## src/rtl/ss_seq_pkg.sv

```systemverilog
package ss_seq_pkg;

    typedef logic [1:0] ilim_code_t;

    localparam ilim_code_t ILIM_250MA = 2'd0;
    localparam ilim_code_t ILIM_500MA = 2'd1;
    localparam ilim_code_t ILIM_950MA = 2'd2;
    localparam ilim_code_t ILIM_FULL  = 2'd3;

    localparam int unsigned CODE_W = $bits(ilim_code_t);

    typedef enum logic [1:0] {
        CH_IDLE,
        CH_RAMP,
        CH_FULL
    } ch_state_e;

    typedef struct packed {
        ch_state_e  st;
        ilim_code_t code;
    } ch_reg_t;

    localparam ch_reg_t CH_RESET = '{st: CH_IDLE, code: ILIM_250MA};

    function automatic ilim_code_t ladder_next(input ilim_code_t c);
        return (c == ILIM_FULL) ? ILIM_FULL : ilim_code_t'(c + 2'd1);
    endfunction

endpackage

```

## src/rtl/ss_channel.sv

```systemverilog
module ss_channel
    import ss_seq_pkg::*;
(
    input  logic       clk,
    input  logic       rst,
    input  logic       vin_ok,
    input  logic       en_pin,
    input  logic       step_tick,
    output ilim_code_t ilim_code,
    output logic       ss_active,
    output logic       conv_en
);

    logic    en_q;
    ch_reg_t r_q, r_nx;

    always_ff @(posedge clk) begin
        if (rst) begin
            en_q <= 1'b1;
            r_q  <= CH_RESET;
        end else begin
            en_q <= en_pin;
            r_q  <= r_nx;
        end
    end

    always_comb begin
        r_nx = r_q;
        if (!en_pin || !vin_ok) begin
            r_nx = CH_RESET;
        end else begin
            case (r_q.st)
                CH_IDLE: begin
                    if (!en_q) r_nx = '{st: CH_RAMP, code: ILIM_250MA};
                end
                CH_RAMP: begin
                    if (step_tick) begin
                        r_nx.code = ladder_next(r_q.code);
                        if (r_nx.code == ILIM_FULL) r_nx.st = CH_FULL;
                    end
                end
                default: ;
            endcase
        end
    end

    assign ilim_code = r_q.code;
    assign ss_active = (r_q.st == CH_RAMP);
    assign conv_en   = (r_q.st != CH_IDLE);

    // the code moves only by a single rung upward or back to the bottom
    p_step_one_r2: assert property (@(posedge clk) disable iff (rst)
        (r_q.code != $past(r_q.code)) |->
            ((r_q.code == ilim_code_t'($past(r_q.code) + 2'd1)) || (r_q.code == ILIM_250MA)));

    // once full, the code stays full and soft start stays cleared while enabled
    p_full_hold_r3: assert property (@(posedge clk) disable iff (rst)
        (r_q.st == CH_FULL && en_pin && vin_ok) |=> (r_q.code == ILIM_FULL && !ss_active));

    // losing the pin or the supply aborts the channel
    p_abort_r7: assert property (@(posedge clk) disable iff (rst)
        (!en_pin || !vin_ok) |=> (r_q.code == ILIM_250MA && !ss_active && !conv_en));

    // a supply arriving under an already-high pin does not start the converter
    p_late_supply_r8: assert property (@(posedge clk) disable iff (rst)
        (vin_ok && !$past(vin_ok) && en_pin && $past(en_pin)) |=> !conv_en);

endmodule

```

## src/rtl/ss_ldo_gate.sv

```systemverilog
module ss_ldo_gate #(
    parameter int unsigned N_LDO = 2
) (
    input  logic             clk,
    input  logic             rst,
    input  logic             vin_ok,
    input  logic [N_LDO-1:0] en_pin,
    output logic [N_LDO-1:0] ldo_en
);

    always_ff @(posedge clk) begin
        if (rst) ldo_en <= '0;
        else     ldo_en <= vin_ok ? en_pin : '0;
    end

    // with the supply good, each enable tracks its pin one edge later
    p_ldo_follow_r5: assert property (@(posedge clk) disable iff (rst)
        vin_ok |=> (ldo_en == $past(en_pin)));

endmodule

```

## src/rtl/softstart_limit_seq.sv

```systemverilog
module softstart_limit_seq
    import ss_seq_pkg::*;
#(
    parameter int unsigned N_CONV = 2,
    parameter int unsigned N_LDO  = 2
) (
    input  logic                       clk,
    input  logic                       rst,
    input  logic                       vin_ok,
    input  logic                       step_tick,
    input  logic [N_CONV+N_LDO-1:0]    en_pin,
    output logic [N_CONV*CODE_W-1:0]   ilim_code,
    output logic [N_CONV-1:0]          ss_active,
    output logic [N_CONV+N_LDO-1:0]    reg_en
);

    localparam int unsigned N_REG = N_CONV + N_LDO;

    logic [N_CONV-1:0] conv_en;
    logic [N_LDO-1:0]  ldo_en;

    for (genvar i = 0; i < N_CONV; i++) begin : g_conv
        ss_channel u_ch (
            .clk       (clk),
            .rst       (rst),
            .vin_ok    (vin_ok),
            .en_pin    (en_pin[i]),
            .step_tick (step_tick),
            .ilim_code (ilim_code[i*CODE_W +: CODE_W]),
            .ss_active (ss_active[i]),
            .conv_en   (conv_en[i])
        );
    end

    ss_ldo_gate #(.N_LDO(N_LDO)) u_ldo (
        .clk    (clk),
        .rst    (rst),
        .vin_ok (vin_ok),
        .en_pin (en_pin[N_REG-1:N_CONV]),
        .ldo_en (ldo_en)
    );

    assign reg_en = {ldo_en, conv_en};

    // a low supply turns every regulator off at the next edge
    p_uvlo_off_r4: assert property (@(posedge clk) disable iff (rst)
        !vin_ok |=> (reg_en == '0));

    // nothing is on in the first cycle after reset
    p_reset_quiet_r1: assert property (@(posedge clk)
        rst |=> (reg_en == '0 && ss_active == '0 && ilim_code == '0));

endmodule

```

## config.mk

```make
export PLATFORM = sky130hd
export DESIGN_NAME = softstart_limit_seq
export DESIGN_NICKNAME = d
export VERILOG_FILES = /design/src/rtl/ss_seq_pkg.sv /design/src/rtl/ss_channel.sv /design/src/rtl/ss_ldo_gate.sv /design/src/rtl/softstart_limit_seq.sv
export SDC_FILE = /design/constraint.sdc
export NUM_CORES = 1
export LEC_CHECK = 0
export BUFFER_PORTS_ARGS = -buffer_cell sky130_fd_sc_hd__buf_2
export CAP_MARGIN = 20
export CORE_AREA = 2 2 39 41
export DETAILED_ROUTE_END_ITERATION = 10
export DIE_AREA = 0 0 41 43
export PLACE_DENSITY = 0.68
export SLEW_MARGIN = 25
export SYNTH_ARGS = -nofsm -noshare
export SYNTH_HDL_FRONTEND = slang
export SYNTH_SLANG_ARGS = --single-unit
```

## constraint.sdc

```tcl
create_clock -name clk -period 1.35 [get_ports clk]
set_input_delay 0.27 -clock clk [delete_from_list [all_inputs] [get_ports clk]]
set_output_delay 0.27 -clock clk [all_outputs]
set_load 0.02 [all_outputs]
```

==> impl_results.md, run 1 <==
- CTS buffer count: 3
- Max stage delay on crit path: 0.34 ns
- CP Max Fanout: 5
- CTS tree: built
- Hold path start: en_pin[1]
- Final setup fails: 0
- Number of top-level pins: 18
- Syn. warnings: 0
- CTS Root Cell: clkbuf_4
- PortBufs: 17
- Synthesized Nets: 65
- Ant diodes: 0
- CP delay by family, top: flip-flops
- Core ar.: 0.001384 mm^2
- Final Util: 0.4629
- Mapped Cells: 57
- Register area share after synthesis: 0.4638
- HP Class: in -> reg
- Final total power: 692.9 uW
- Final nets: 82
- Largest family of logic cells by synthesized area: simple AND/OR/NAND/NOR gates
- Chip height: 43 um
- Clock buffer depth: 2
- Synth Area in XOR/XNOR: 0
- Final Hold Fails: 0
- TritonCTS Sinks: 12
- Power Density: 1082 mW/mm^2
- Starting DRT DRC Count: 6
- GRT Util Overall: 0.1143
- Synth Area in Compound Gates: 0.1111
- Final non-filler cell total: 89
- Max Clock Skew: 0.003671 ns
- Crit-path cells: or2_2 -> buf_4
- Maximum vdd drop: 0.0004631 V
- Critical Setup Path Class: reg -> out
- Worst-path clk slew: 0.08 ns
- Residual DRC: 0
- Max-cap viol count: 0
- Worst setup path startpoint: g_conv[0].u_ch.r_q[3]
- Initial Util: 0.3743
- Min cycle time layout: 1.307 ns
- Post-synthesis mux area share: 0
- Slew headroom: 0.7915
- Reg2Reg Setup Slack: 0.21 ns
- Initial antenna violation count: 0
- Synth unique cells: 20
- Number of global-route vias before repair: 324
- Least-Margin Pin Slew: 0.3104 ns
- #FFs+latches synth: 12
- Startpoint Class: register
- Total gr overflow: 0
- FF-to-FF Start: g_conv[0].u_ch.r_q[2]
- Post-Synth Simple-Gate Area: 0.3019
- Fin crit share: 0.9679
- Post-Synth Adder-Cell Area: 0
- H-tree levels: 1
- Critical Path Sink Type: output port
- Post-Route WL: 917 um
- Critical Path RT: 1.08 ns
- P_leak: 0.2873 nW
- Die width: 41 um
- Placed insts: 82
- WL/cell: 10.30 um
- Area Growth Syn to Fin: 23.67%
- Die ar.: 0.001763 mm^2
- DRT antenna net count: 0
- GPL Wtd Cong: 0.7358
- Fraction of layout cells with a size suffix above 1: 0.4932
- Via count: 413
- Drt via density: 4.640
- Status: finished, final reports clean
- Critical path buffers and inverters: 1
- Dpl hpwl: 641.1 um
- Slew Viols, Final: 0
- Fmax: 765.3 MHz
- Largest net degree at the start of global routing: 9
- Clk_lat worst skew: 0.27 ns
- First-pass GRT wire length: 1262 um
- CP arrival: 1.04 ns
- Worst path slowest cell: dfxtp_2
- Post-Synthesis Cell Area: 518.0 um^2
- Cell row count: 14
- First drt pass iteration count: 5
- Avg Cell Area, Syn: 9.088 um^2
- # fillers: 149
metrics by stage:
| stage | hold slack [ns] | instance area [um^2] | worst slack, ns | TNS, ns |
|---|---|---|---|---|
| final | 0.1892 | 640.6 | 0.04339 | 0 |
| after global routing | 0.1865 | 640.6 | -0.0002826 | -0.0002826 |
| after CTS | 0.1836 | 601.8 | 0.001640 | 0 |
| after detailed placement | 0.4719 | 563.0 | 0.2477 | 0 |
| after global placement | 0.4708 | 563.0 | 0.2807 | 0 |
| after floorplan | 0.3738 | 518.0 | 0.3131 | 0 |
metal layers:
| layer | track usage | wire length (um) |
|---|---|---|
| met1 | 0.1316 | 408 |
| met2 | 0.1531 | 425 |
| met3 | 0.01571 | 40 |
| met4 | 0.1400 | 41 |
| met5 | 0 | 0 |
synth_stat cells:
cell type / number / area share
o21ai_0: 2 / 0.019
a31oi_1: 1 / 0.012
nor3_1: 3 / 0.029
nand2_1: 3 / 0.022
nor3b_1: 1 / 0.014
nor2b_1: 2 / 0.024
or3_1: 2 / 0.024
inv_1: 1 / 0.0072
buf_4: 8 / 0.12
a211oi_1: 1 / 0.014
and3b_1: 1 / 0.017
and2b_2: 1 / 0.017
and3b_4: 1 / 0.024
and2_1: 2 / 0.024
a21oi_2: 1 / 0.017
nor2_1: 4 / 0.029
dfxtp_1: 12 / 0.46
a21oi_1: 5 / 0.048
nand4b_1: 1 / 0.017
or2_2: 5 / 0.060
registers in the layout (all words and copies together), names as in the netlist:
name / flops
g_conv.u_ch.ilim_code: 4
g_conv.u_ch.r_q: 4
g_conv.u_ch.en_q: 2
u_ldo.ldo_en: 2
path summary, 6_finish.rpt:
kind,to,cells past startpoint
max,reg_en[0],2
min,g_conv[1].u_ch.en_q,2
max reg2reg,g_conv[0].u_ch.ilim_code[0],4
min reg2reg,g_conv[0].u_ch.r_q[3],2
final cells by class:
type	count	area [um^2]	area share
Clock buffer	4	36.28	0.05664
Inverter	1	3.754	0.005859
Timing Repair Buffer	20	116.4	0.1816
Sequential cell	12	247.7	0.3867
Multi-Input combinational cell	36	216.5	0.3379
Tap cell	16	20.02	0.03125
layout by cell type (no fill, tap or decap):
cell and n:
and2b_2 1, a21oi_2 1, nor2_1 4, a31oi_1 1
buf_2 15, or3_1 2, buf_6 1, clkbuf_8 1
and3b_1 1, nor3b_1 1, nand4b_1 1, nand2_1 3
inv_1 1, nor2b_1 2, dfxtp_2 3, buf_4 4
and2_1 2, a211oi_1 1, and3b_4 1, or2_2 4
dfxtp_4 1, or2_4 1, o21ai_0 2, dfxtp_1 8
clkbuf_4 3, nor3_1 3, a21oi_1 5
what timing repair did:
item                                    CTS  global route
hold buffers                              0             0
buffers inserted                          0             3
endpoints found under the setup margin    1             2
resized for setup                         2             7
cell families after synthesis:
logic type | after synthesis
AND/OR/NAND/NOR | 26
buffers and inverters | 9
flip-flops | 12
AO/OA/AOI/OAI | 10
report_power, final:
part / switching (mW) / internal (mW) / total (mW)
sequential: 0.00278 / 0.359 / 0.361
combinational: 0.0230 / 0.0226 / 0.0457
clock: 0.122 / 0.164 / 0.286
total: 0.148 / 0.545 / 0.693
(Power assumes the default switching activity.)
==> inputs of run 2 (changes only) <==
--- a/config.mk
+++ b/config.mk
@@ -11,6 +11,8 @@
 export DETAILED_ROUTE_END_ITERATION = 10
 export DIE_AREA = 0 0 41 43
 export PLACE_DENSITY = 0.68
+export RECOVER_POWER = 50
+export SKIP_CTS_REPAIR_TIMING = 1
 export SLEW_MARGIN = 25
 export SYNTH_ARGS = -nofsm -noshare
 export SYNTH_HDL_FRONTEND = slang
==> run 2 against run 1 <==
  * Non-clock buffer count unchanged
  * Total power about the same
  * Setup slack better by 0.00083 ns
  * Critical path depth unchanged
  * Wire length up 0.55%
  * Sequential share of layout area up 0.095 points
  * Final cell count unchanged
  * Sequential cell count unchanged
  * Critical path type unchanged
  * Largest cell class unchanged
==> impl_results.md, run 2 (synthesis results as in run 1) <==
- Hold endpoint: g_conv[1].u_ch.en_q (unchanged)
- Fraction of layout cells with a size suffix above 1: 0.4247 (was 0.4932)
- H-tree levels: 1 (unchanged)
- Final setup fails: 0 (unchanged)
- Post-Route WL: 922 um (was 917 um)
- Commonest non-fill, non-tap cell in the layout: buf_2 (unchanged)
- FF-to-FF Start: g_conv[1].u_ch.r_q[3] (was g_conv[0].u_ch.r_q[2])
- TritonCTS Sinks: 12 (unchanged)
- Setup slack at placement: 0.2477 ns (unchanged)
- Setup slack after layout: 0.04422 ns (was 0.04339 ns)
- GRT Util Overall: 0.1143 (unchanged)
- Power Density: 1102 mW/mm^2 (was 1082 mW/mm^2)
- Cell row count: 14 (unchanged)
- Largest net degree at the start of global routing: 9 (unchanged)
- Final Util: 0.4548 (was 0.4629)
- Status: finished, final reports clean (unchanged)
- Initial Util: 0.3743 (unchanged)
- Clock buffer depth: 2 (unchanged)
- DRT antenna net count: 0 (unchanged)
- CP Max Fanout: 5 (unchanged)
- Final nets: 82 (unchanged)
- RSZ-0062 raised after global routing: false
- Core ar.: 0.001384 mm^2 (unchanged)
- Number of global-route vias before repair: 324 (unchanged)
- Drt via density: 4.674 (was 4.640)
- Worst-path clk slew: 0.08 ns (about the same)
- DP Area: 563.0 um^2 (unchanged)
- Total gr overflow: 0 (unchanged)
- Least-Margin Pin Slew: 0.3100 ns (was 0.3104 ns)
- Area Growth Syn to Fin: 21.50% (was 23.67%)
- Chip height: 43 um (unchanged)
- R2R depth: 3 (was 4)
- Die ar.: 0.001763 mm^2 (unchanged)
- # fillers: 151 (was 149)
- Reg-to-reg endpoint: g_conv[1].u_ch.ilim_code[1] (was g_conv[0].u_ch.ilim_code[0])
- Hold path start: en_pin[1] (unchanged)
- Reg2Reg Setup Slack: 0.21 ns (about the same)
- GPL Wtd Cong: 0.7358 (unchanged)
- Slew Viols, Final: 0 (unchanged)
- Maximum vdd drop: 0.0004625 V (was 0.0004631 V)
- WL/cell: 10.36 um (was 10.30 um)
- Min cycle time layout: 1.306 ns (was 1.307 ns)
- Post-route cell area: 629.4 um^2 (was 640.6 um^2)
- Hold Crit Depth: 2 (unchanged)
- Critical Path RT: 1.08 ns (about the same)
- Ant diodes: 0 (unchanged)
- Clk_lat worst skew: 0.27 ns (about the same)
- Final total power: 693.5 uW (was 692.9 uW)
- Crit-path cells: or2_2 -> buf_4 (unchanged)
- Worst path slowest cell: dfxtp_2 (unchanged)
- HP Class: in -> reg (unchanged)
- CTS buffer count: 3 (unchanged)
- CP arrival: 1.04 ns (about the same)
- Initial antenna violation count: 0 (unchanged)
- Startpoint Class: register (unchanged)
- Residual DRC: 0 (unchanged)
- CTS Root Cell: clkbuf_4 (unchanged)
- CTS tree: built (unchanged)
- Max stage delay on crit path: 0.34 ns (about the same)
- Dpl hpwl: 641.1 um (unchanged)
- Max-cap viol count: 0 (unchanged)
- Max Clock Skew: 0.003565 ns (was 0.003671 ns)
- Number of top-level pins: 18 (unchanged)
- Critical Setup Path Class: reg -> out (unchanged)
- PortBufs: 17 (unchanged)
- First drt pass iteration count: 5 (unchanged)
- First-pass GRT wire length: 1262 um (unchanged)
- Critical Path Sink Type: output port (unchanged)
- Final non-filler cell total: 89 (unchanged)
- Final hold slack: 0.1894 ns (was 0.1892 ns)
- Die width: 41 um (unchanged)
- Commonest cells after routing, fill and taps aside: buf_2 (12), dfxtp_1 (9), a21oi_1 (5) (was buf_2 (15), dfxtp_1 (8), a21oi_1 (5))
- Final Hold Fails: 0 (unchanged)
- Fin crit share: 0.9672 (was 0.9679)
- Starting DRT DRC Count: 5 (was 6)
- Slew headroom: 0.7917 (was 0.7915)
- Setup_tns: 0 ns (unchanged)
- P_leak: 0.2706 nW (was 0.2873 nW)
- Via count: 416 (was 413)
- Placed insts: 82 (unchanged)
- Fmax: 765.8 MHz (was 765.3 MHz)
## run 2: worst max-delay path: cells and delay by family (launching register included)
| family | cells | cell delay, ns |
|---|---|---|
| buffers and inverters | 1 | 0.16 |
| DFF | 1 | 0.34 |
| and+or+nand+nor | 1 | 0.26 |
## run 2: layout make-up
type | instances | area (um^2) | share of cell area
multi-input combinational | 36 | 216.5 | 0.3439
sequential | 12 | 244.0 | 0.3877
tap | 16 | 20.02 | 0.03181
clock buffer | 4 | 36.28 | 0.05765
timing repair buffer | 20 | 108.9 | 0.1730
inverter | 1 | 3.754 | 0.005964
## run 2: worst max-delay path by stage
stage	start	endpoint	slack (ns)	depth (start not counted)
6_report	g_conv[0].u_ch.r_q[3]	reg_en[0]	0.04	2
5_1_grt	g_conv[0].u_ch.r_q[2]	reg_en[0]	0.0001	2
4_1_cts	g_conv[1].u_ch.r_q[3]	reg_en[1]	-0.02	2
3_5_place_dp	rst	g_conv[1].u_ch.ilim_code[1]	0.25	4
3_3_place_gp	step_tick	g_conv[0].u_ch.ilim_code[0]	0.28	4
2_1_floorplan	g_conv[0].u_ch.r_q[3]	g_conv[0].u_ch.ilim_code[0]	0.31	3
## run 2: report_power, final
part | internal, mW | total [mW] | switching, mW
Clock | 0.164 | 0.286 | 0.122
Combinational | 0.0210 | 0.0442 | 0.0232
Sequential | 0.361 | 0.363 | 0.00281
## run 2: per-layer routing
layer | track usage | routed length, um
met2 | 0.1531 | 427
met5 | 0 | 0
met1 | 0.1316 | 396
met4 | 0.1400 | 41
met3 | 0.01571 | 56
==> inputs of run 3 (changes only) <==
==> constraint.sdc (replaced) <==
create_clock -name clk -period 1.35 [get_ports clk]
set_input_delay 0 -clock clk [delete_from_list [all_inputs] [get_ports clk]]
set_output_delay 0 -clock clk [all_outputs]
set_load 0.02 [all_outputs]
==> run 3 against run 2 <==
  * Clock power is essentially flat
  * Highest routed layer unchanged
  * Sequential power hardly changed
  * Design area increased by 3.6%
  * Final cell count rose by 3.4%
  * Critical path depth increased by 2
  * Die area is the same
  * Largest cell class unchanged
  * Critical endpoint is now g_conv[1].u_ch.en_q
  * Maximum frequency rose by 1.6%
==> impl_results.md, run 3 (synthesis results as in run 1) <==
- Slew Viols, Final: 0 (unchanged)
- CTS tree: built (unchanged)
- PortBufs: 17 (unchanged)
- Fraction of layout cells with a size suffix above 1: 0.3026 (was 0.4247)
- Residual DRC: 0 (unchanged)
- Largest net degree at the start of global routing: 9 (unchanged)
- Number of global-route vias before repair: 343 (was 324)
- Register area: 240.2 um^2 (was 244.0 um^2)
- DRT antenna net count: 0 (unchanged)
- RSZ-0062 raised after global routing: false (unchanged)
- Die width: 41 um (unchanged)
- Fmax: 777.9 MHz (was 765.8 MHz)
- Sw frac: 0.2118 (was 0.2134)
- CTS Root Cell: clkbuf_4 (unchanged)
- Critical Path RT: 1.51 ns (was 1.08 ns)
- Clock network fraction of total power: 0.405 (was 0.412)
- Min cycle time layout: 1.285 ns (was 1.306 ns)
- Post-Route WL: 857 um (was 922 um)
- GPL Wtd Cong: 0.6577 (was 0.7358)
- Clock buffer depth: 2 (unchanged)
- Commonest cells after routing, fill and taps aside: dfxtp_1 (12), buf_2 (11), dlygate4sd3_1 (6), clkbuf_1 (6) (was buf_2 (12), dfxtp_1 (9), a21oi_1 (5))
- Drt via density: 4.685 (was 4.674)
- Max Clock Skew: 0.002447 ns (was 0.003565 ns)
- Commonest non-fill, non-tap cell in the layout: dfxtp_1 (was buf_2)
- Ant diodes: 0 (unchanged)
- Startpoint Class: input port (was register)
- Cell row count: 14 (unchanged)
- CP Max Fanout: 2 (was 5)
- Max-cap viol count: 0 (unchanged)
- Worst-path clk slew: 0.08 ns (about the same)
- Slew headroom: 0.7986 (was 0.7917)
- CTS buffer count: 3 (unchanged)
- Critical Path Sink Type: register (was output port)
- Total gr overflow: 0 (unchanged)
- Die ar.: 0.001763 mm^2 (unchanged)
- Critical Setup Path Class: in -> reg (was reg -> out)
- Via count: 431 (was 416)
- Starting DRT DRC Count: 2 (was 5)
- WL/cell: 9.315 um (was 10.36 um)
- Dpl hpwl: 638.5 um (was 641.1 um)
- Final Hold Fails: 0 (unchanged)
- H-tree levels: 1 (unchanged)
- TritonCTS Sinks: 12 (unchanged)
- Number of top-level pins: 18 (unchanged)
- Setup slack at placement: 0.2700 ns (was 0.2477 ns)
- CP arrival: 1.45 ns (was 1.04 ns)
- P_leak: 0.2658 nW (was 0.2706 nW)
- Initial Util: 0.3743 (unchanged)
- Setup slack after layout: 0.06457 ns (was 0.04422 ns)
- Worst path slowest cell: dlygate4sd3_1 (was dfxtp_2)
- Final hold slack: 0.04836 ns (was 0.1894 ns)
- Final Util: 0.4711 (was 0.4548)
- Setup_tns: 0 ns (unchanged)
- First drt pass iteration count: 4 (was 5)
- Final setup fails: 0 (unchanged)
- Core ar.: 0.001384 mm^2 (unchanged)
- Area Growth Syn to Fin: 25.85% (was 21.50%)
- P_sw: 149.3 uW (was 148.0 uW)
- Internal power: 555.4 uW (was 545.5 uW)
- Least-Margin Pin Slew: 0.2997 ns (was 0.3100 ns)
- GRT Util Overall: 0.1212 (was 0.1143)
- Crit-path cells: dlygate4sd3_1 -> buf_2 -> or2_2 -> dlygate4sd3_1 (was or2_2 -> buf_4)
- Max stage delay on crit path: 0.55 ns (was 0.34 ns)
- Final nets: 85 (was 82)
- Most frequent CP cell: dlygate4sd3_1
- Flop pwr share: 0.516 (was 0.524)
- Maximum vdd drop: 0.0004990 V (was 0.0004625 V)
- Multi-input gate area: 214.0 um^2 (was 216.5 um^2)
- HP Class: in -> reg (unchanged)
- Fin crit share: 0.9522 (was 0.9672)
- Initial antenna violation count: 0 (unchanged)
- First-pass GRT wire length: 1393 um (was 1262 um)
- Clk_lat worst skew: 0.27 ns (about the same)
- Comb pwr share: 0.079 (was 0.064)
- # fillers: 151 (unchanged)
- Power Density: 1081 mW/mm^2 (was 1102 mW/mm^2)
- Status: finished, final reports clean (unchanged)
- Chip height: 43 um (unchanged)
[run 3: changes by cell type in the layout (fill, tap and decap cells not counted), sizes merged]
cell / delta
buf: -5
clkbuf: +2
dlygate4sd3: +6
[run 3: cell type report]
cell class	instances	area share
repair buffers	23	0.2111
inverters	1	0.005758
clock buffers	4	0.05566
multi-input cells	36	0.3282
flip-flops and latches	12	0.3685
well taps	16	0.03071
[run 3: worst paths after layout]
check,start,end,slack [ns],cells after the start
max,en_pin[1],g_conv[1].u_ch.en_q,0.06,4
min,step_tick,g_conv[1].u_ch.r_q[3],0.05,3
min reg2reg,g_conv[1].u_ch.ilim_code[0],g_conv[1].u_ch.ilim_code[0],0.53,2
max reg2reg,g_conv[0].u_ch.r_q[3],g_conv[0].u_ch.ilim_code[0],0.25,3
[run 3: per-stage QoR]
| stage | total power, mW | cells | instance area [um^2] |
|---|---|---|---|
| after CTS | 0.7044 | 86 | 599.3 |
| final | 0.7047 | 92 | 651.9 |
| after global placement | 0.4143 | 82 | 563.0 |
| after global routing | 0.7380 | 92 | 651.9 |
| after detailed placement | 0.4154 | 82 | 563.0 |
| after floorplan | 0.3989 | 57 | 518.0 |
[run 3: power groups by stage]
stage	Sequential, mW	Combinational (mW)	Clock [mW]
floorplan	0.374	0.0245	0
CTS	0.364	0.0434	0.297
global route	0.365	0.0604	0.313
global placement	0.372	0.0426	0
finish	0.364	0.0555	0.286
detailed placement	0.372	0.0434	0
[run 3: worst max-delay path, delay by kind of cell]
family | cells | cell delay (ns)
AND/OR/NAND/NOR | 1 | 0.26
buffers and inverters | 3 | 1.19
[run 3: layer usage]
layer	vias up	global-route usage	wire length [um]
met5	-	0	0
met3	2	0.01571	35
li1	224	-	-
met1	195	0.1541	375
met2	10	0.1625	430
met4	0	0.1200	16
